### src/rtl/gps_pkg.sv
package gps_pkg;

    localparam int BYTE_W = 8;

    typedef struct packed {
        logic [BYTE_W-1:0] ext;
        logic              wr_en;
        logic              rd_en;
        logic              push_pull;
        logic [BYTE_W-1:0] shadow;
        logic              strb_n;
    } sock_state_t;

    typedef struct packed {
        logic idx_wr;
        logic data_wr;
        logic idx_rd;
        logic data_rd;
    } bus_cmd_t;

    // Control register image: only bits 4:2 exist, the rest read as 0
    function automatic logic [BYTE_W-1:0] ctl_image(logic wr, logic rd, logic pp);
        return {3'b000, wr, rd, pp, 2'b00};
    endfunction

endpackage

### src/rtl/gps_bus_decode.sv
module gps_bus_decode
    import gps_pkg::*;
#(
    parameter int              ADDR_W     = 10,
    parameter logic [ADDR_W-1:0] INDEX_PORT = 10'h3E0,
    parameter logic [ADDR_W-1:0] DATA_PORT  = 10'h3E1
) (
    input  logic [ADDR_W-1:0] addr,
    input  logic              iow_n,
    input  logic              ior_n,
    output bus_cmd_t          cmd
);

    logic at_index;
    logic at_data;

    always_comb begin
        at_index     = (addr == INDEX_PORT);
        at_data      = (addr == DATA_PORT);
        cmd.idx_wr   = at_index && !iow_n;
        cmd.data_wr  = at_data  && !iow_n;
        cmd.idx_rd   = at_index && !ior_n;
        cmd.data_rd  = at_data  && !ior_n;
    end

endmodule

### src/rtl/gps_socket.sv
module gps_socket
    import gps_pkg::*;
#(
    parameter logic [BYTE_W-1:0] IDX_BASE  = 8'h2E,
    parameter logic [BYTE_W-1:0] XDATA_EXT = 8'h0A,
    parameter logic [BYTE_W-1:0] XCTL_EXT  = 8'h0B
) (
    input  logic              clk,
    input  logic              rst_n,
    input  logic              data_wr,
    input  logic              data_rd,
    input  logic [BYTE_W-1:0] idx,
    input  logic [BYTE_W-1:0] wbyte_lo,
    input  logic [BYTE_W-1:0] wbyte_lane,
    input  logic              pu_ctl,
    output logic              strb_n,
    output logic              pin_oe,
    output logic              pu_en,
    output logic              rd_hit,
    output logic              rd_xdata,
    output logic              rd_release,
    output logic [BYTE_W-1:0] rd_byte
);

    localparam logic [BYTE_W-1:0] IDX_WIN = IDX_BASE + 8'd1;

    sock_state_t s_q, s_d;
    logic hit_ext, hit_win, sel_x, sel_c, as_strobe;

    always_comb begin
        hit_ext = (idx == IDX_BASE);
        hit_win = (idx == IDX_WIN);
        sel_x   = hit_win && (s_q.ext == XDATA_EXT);
        sel_c   = hit_win && (s_q.ext == XCTL_EXT);

        s_d = s_q;
        if (data_wr) begin
            if (hit_ext) s_d.ext = wbyte_lo;
            if (sel_c) begin
                s_d.wr_en     = wbyte_lo[4];
                s_d.rd_en     = wbyte_lo[3];
                s_d.push_pull = wbyte_lo[2];
            end
            if (sel_x) s_d.shadow = wbyte_lane;
        end
        s_d.strb_n = !(sel_x && ((s_q.wr_en && data_wr) || (s_q.rd_en && data_rd)));

        rd_hit     = hit_ext || sel_c || sel_x;
        rd_xdata   = sel_x;
        rd_release = sel_x && s_q.rd_en;
        if (hit_ext)    rd_byte = s_q.ext;
        else if (sel_c) rd_byte = ctl_image(s_q.wr_en, s_q.rd_en, s_q.push_pull);
        else            rd_byte = s_q.shadow;

        as_strobe = s_q.wr_en || s_q.rd_en;
        strb_n    = s_q.strb_n;
        pin_oe    = as_strobe && (s_q.push_pull || !s_q.strb_n);
        pu_en     = !as_strobe && !pu_ctl;
    end

    always_ff @(posedge clk) begin
        if (!rst_n) begin
            s_q        <= '0;
            s_q.strb_n <= 1'b1;
        end else begin
            s_q <= s_d;
        end
    end

endmodule

### src/rtl/gps_port_ctrl.sv
module gps_port_ctrl
    import gps_pkg::*;
#(
    parameter int                ADDR_W      = 10,
    parameter logic [ADDR_W-1:0] INDEX_PORT  = 10'h3E0,
    parameter logic [ADDR_W-1:0] DATA_PORT   = 10'h3E1,
    parameter int                NUM_SOCK    = 2,
    parameter logic [7:0]        SOCK_BASE   = 8'h2E,
    parameter logic [7:0]        SOCK_STRIDE = 8'h40,
    parameter logic [7:0]        XDATA_EXT   = 8'h0A,
    parameter logic [7:0]        XCTL_EXT    = 8'h0B
) (
    input  logic                clk,
    input  logic                rst_n,
    input  logic [ADDR_W-1:0]   bus_addr,
    input  logic                bus_iow_n,
    input  logic                bus_ior_n,
    input  logic [15:0]         bus_din,
    output logic [15:0]         bus_dout,
    output logic                bus_doe,
    input  logic                wide_bus,
    input  logic [NUM_SOCK-1:0] sock_pu_ctl,
    output logic [NUM_SOCK-1:0] gps_n,
    output logic [NUM_SOCK-1:0] gps_oe,
    output logic [NUM_SOCK-1:0] gps_pu_en
);

    localparam int DATA_W = 2 * BYTE_W;

    typedef struct packed {
        logic [BYTE_W-1:0] idx;
        logic [DATA_W-1:0] dout;
        logic              doe;
    } top_state_t;

    bus_cmd_t          cmd;
    top_state_t        t_q, t_d;
    logic [BYTE_W-1:0] wlane;
    logic [NUM_SOCK-1:0] s_hit, s_xdata, s_release;
    logic [BYTE_W-1:0] s_byte [NUM_SOCK];

    gps_bus_decode #(
        .ADDR_W     (ADDR_W),
        .INDEX_PORT (INDEX_PORT),
        .DATA_PORT  (DATA_PORT)
    ) u_decode (
        .addr  (bus_addr),
        .iow_n (bus_iow_n),
        .ior_n (bus_ior_n),
        .cmd   (cmd)
    );

    assign wlane = wide_bus ? bus_din[DATA_W-1:BYTE_W] : bus_din[BYTE_W-1:0];

    for (genvar i = 0; i < NUM_SOCK; i++) begin : g_sock
        gps_socket #(
            .IDX_BASE  (SOCK_BASE + SOCK_STRIDE * 8'(i)),
            .XDATA_EXT (XDATA_EXT),
            .XCTL_EXT  (XCTL_EXT)
        ) u_sock (
            .clk        (clk),
            .rst_n      (rst_n),
            .data_wr    (cmd.data_wr),
            .data_rd    (cmd.data_rd),
            .idx        (t_q.idx),
            .wbyte_lo   (bus_din[BYTE_W-1:0]),
            .wbyte_lane (wlane),
            .pu_ctl     (sock_pu_ctl[i]),
            .strb_n     (gps_n[i]),
            .pin_oe     (gps_oe[i]),
            .pu_en      (gps_pu_en[i]),
            .rd_hit     (s_hit[i]),
            .rd_xdata   (s_xdata[i]),
            .rd_release (s_release[i]),
            .rd_byte    (s_byte[i])
        );
    end

    always_comb begin
        t_d      = t_q;
        t_d.doe  = 1'b0;
        t_d.dout = '0;
        if (cmd.idx_wr) t_d.idx = bus_din[BYTE_W-1:0];
        if (cmd.idx_rd) begin
            t_d.doe  = 1'b1;
            t_d.dout = {{BYTE_W{1'b0}}, t_q.idx};
        end else if (cmd.data_rd) begin
            for (int i = 0; i < NUM_SOCK; i++) begin
                if (s_hit[i] && !s_release[i]) begin
                    t_d.doe  = 1'b1;
                    t_d.dout = (s_xdata[i] && wide_bus) ? {s_byte[i], {BYTE_W{1'b0}}}
                                                        : {{BYTE_W{1'b0}}, s_byte[i]};
                end
            end
        end
    end

    always_ff @(posedge clk) begin
        if (!rst_n) t_q <= '0;
        else        t_q <= t_d;
    end

    assign bus_dout = t_q.dout;
    assign bus_doe  = t_q.doe;

endmodule

### config.mk
export PLATFORM = sky130hd
export DESIGN_NAME = gps_port_ctrl
export DESIGN_NICKNAME = d
export VERILOG_FILES = /design/src/rtl/gps_pkg.sv /design/src/rtl/gps_bus_decode.sv /design/src/rtl/gps_socket.sv /design/src/rtl/gps_port_ctrl.sv
export SDC_FILE = /design/constraint.sdc
export NUM_CORES = 1
export LEC_CHECK = 0
export BUFFER_PORTS_ARGS = -buffer_cell sky130_fd_sc_hd__buf_4
export CORE_AREA = 2 2 85 87
export CTS_CLUSTER_SIZE = 40
export DETAILED_ROUTE_END_ITERATION = 8
export DIE_AREA = 0 0 87 89
export PLACE_DENSITY = 0.74
export SETUP_SLACK_MARGIN = 0.5
export SYNTH_ARGS = -nofsm -noshare
export SYNTH_HDL_FRONTEND = slang
export SYNTH_HIERARCHICAL = 1
export SYNTH_SLANG_ARGS = --single-unit
### constraint.sdc
create_clock -name clk -period 8.9 [get_ports clk]
set_input_delay 1.78 -clock clk [delete_from_list [all_inputs] [get_ports clk]]
set_output_delay 1.78 -clock clk [all_outputs]
set_load 0.02 [all_outputs]
==> metrics <==
average footprint of a synthesized cell between 8 and 9 um2; number of H-tree levels 3; Total Power between 0.5 and 0.6 mW; layout cells sized above 1 0.218; clock buffers created by TritonCTS 9; Post-DRT Antenna Nets 0; dominant synthesized flop cell dfxtp_1; height of the die 89 um; post-route fraction of the period consumed by the critical path 0.446; Synthesis Warnings 6; wire length of the first global-routing pass roughly 15000 um; kind of start point of the critical path input pin; Initial Utilization 0.522; clock sink count 65; IO Count 56; starting DRC count in detailed routing ~240; Setup TNS Final 0 ns; design area 3980 um2; # Post-CTS Setup Buffers 0; maximum frequency from static timing analysis ~250 MHz; portion of the post-synthesis area used by sequential elements 0.371; critical path cell sequence buf_4 -> nor3_1 -> buf_4; routability congestion estimate from global placement about 0.99; cell repeated most along the worst path buf_4; post-synthesis instance total slightly above 400; outcome complete, no violations; DRC violations left 0; detailed-route vias per instance 6.20; leading cell type in the layout, fill and taps excluded dfxtp_1; initial antenna violation count 0; synthesized net count approximately 440; total global routing track utilization 0.258; met1 global-route usage 0.342; summed instance area of the synthesized netlist approximately 3500 um2; later-pin clock latency in the skew report between 0.3 and 0.4 ns; die footprint ~7700 um2; grt met2 use 0.411; worst-path cell with the longest stage delay buf_4; IR drop worst, VDD ~0.084 mV; total of buffers placed on input and output ports 55; Worst Path Max Fanout 1; half-perimeter wire length of the detailed placement result ~6800 um; Final Hold Vio Count 0; number of global-route vias before repair roughly 3000; total of endpoints with negative setup slack in the final report 0; maximum clock insertion buffer count 2; RSZ-0062 raised after global routing no; remaining global-route overflow 0; # placed instances about 500; number of hold buffers added after cts 0; routed via count around 3200; area of the core approximately 6700 um2; slew at the pin closest to its max-slew limit 1.14 ns; post-synthesis cell type with the largest combined area dfxtp_1; count of flip-flops with a built-in enable after synthesis 0; Final Non-Filler Cells between 500 and 600; worst min-delay path class reg -> reg; number of unique standard cell types used by synthesis 46; cell at the root of the clock tree clkbuf_8; Crit Path Class in -> out; Antenna Cells 0; TritonCTS clock tree yes; maximum number of pins on one net before global-route repair 28; cell area after placement roughly 3800 um2; total of fill cells in the finished design a little over 600; required time of the critical path roughly 7.1 ns; clock transition at the registers of the reported paths 0.06 ns; endpoint class of the critical path output port; Final min period between 3 and 4 ns; static leakage 1.39 nW; Detailed Route WL around 9300 um; Routed wire per std cell approximately 18 um; Yosys reg bits 65; share of flip-flops with an asynchronous set or reset 0; relative slew slack 0.238; Post-layout nets 465; highest-count cells in the layout ignoring fill and taps dfxtp_1, buf_4, nand2_1, a21oi_1, mux2i_1; maximum capacitance violations 0; met3 usage in global routing 0.0489; layer with the highest usage after global routing met2; critical path data arrival time around 2.2 ns; delay contributed by the slowest stage of the critical path 0.17 ns; PD cells around 140 nW/um2; layout overhead on the synthesized area 13.5%; CTS-repair resized insts 0; clock tree skew after final layout 0.00737 ns; number of detailed-routing iterations run before antenna repair 5; width of the chip roughly 87 um; number of rows in the core area 30; area share of the largest cell type after synthesis 0.371; Max Transition Viols Final 0; Area contributors post-synth dfxtp_1, mux2i_1, a21oi_1
state kept, by name (all words and copies together), names as in the netlist:
signal	cells
bus_doe	1
g_sock.u_sock/s_q	38
g_sock.u_sock/strb_n	2
bus_dout	16
t_q	8
logic make-up after synthesis:
logic type             after synthesis  share of synthesized area
flip-flops                          65                      0.371
buffers and inverters               52                     0.0806
AND/OR/NAND/NOR                    164                      0.294
multiplexers                        38                      0.111
AO/OA/AOI/OAI                       86                      0.143
layer usage:
metal / up-vias / share of wire
li1: 1520 / -
met1: 1515 / 0.44
met2: 148 / 0.46
met3: 18 / 0.070
met4: 0 / 0.025
met5: - / 0
synth_stat cells, drive strengths merged, types with 14 or more instances:
master / n
nand2: 42
dfxtp: 65
clkbuf: 15
nand4: 14
buf: 26
o21ai: 34
nand4b: 17
nor2: 26
a21oi: 33
nand3: 21
mux2i: 30
stage by stage:
step / setup slack (ns) / util / hold WS, ns
floorplan: 4.86 / - / 0.449
global placement: 4.69 / 0.565 / 0.460
detailed placement: 4.61 / 0.565 / 0.469
CTS: 4.93 / 0.592 / 0.479
global route: 4.80 / 0.592 / 0.514
finish: 4.93 / 0.592 / 0.481
area by class of cell:
cell class | instances | area, um2 | area share
Tap cell | 80 | 100 | 0.0251
Inverter | 11 | 41.3 | 0.0104
Sequential cell | 65 | 1300 | 0.327
Timing Repair Buffer | 57 | 428 | 0.108
Clock buffer | 13 | 169 | 0.0424
Multi-Input combinational cell | 288 | 1930 | 0.484
Clock inverter | 2 | 12.5 | 0.00314
critical path, delay by kind of cell:
kind | cells | cell delay, ns
buf+inv | 2 | 0.27
simple gates | 1 | 0.13
path summary, 6_finish.rpt:
check                          startpoint                      end  slack [ns]  depth (start not counted)
hold reg to reg   g_sock[0].u_sock/s_q[7]  g_sock[0].u_sock/s_q[7]        0.48                          2
hold / removal    g_sock[0].u_sock/s_q[7]  g_sock[0].u_sock/s_q[7]        0.48                          2
setup / recovery           sock_pu_ctl[0]             gps_pu_en[0]        4.93                          3
setup reg to reg                  t_q[17]              bus_dout[5]        5.44                          6
where the power goes:
group          switching, mW  internal (mW)
clock network          0.109          0.122
logic                 0.0148         0.0136
registers          0.0000218          0.291
(Power assumes the default switching activity.)
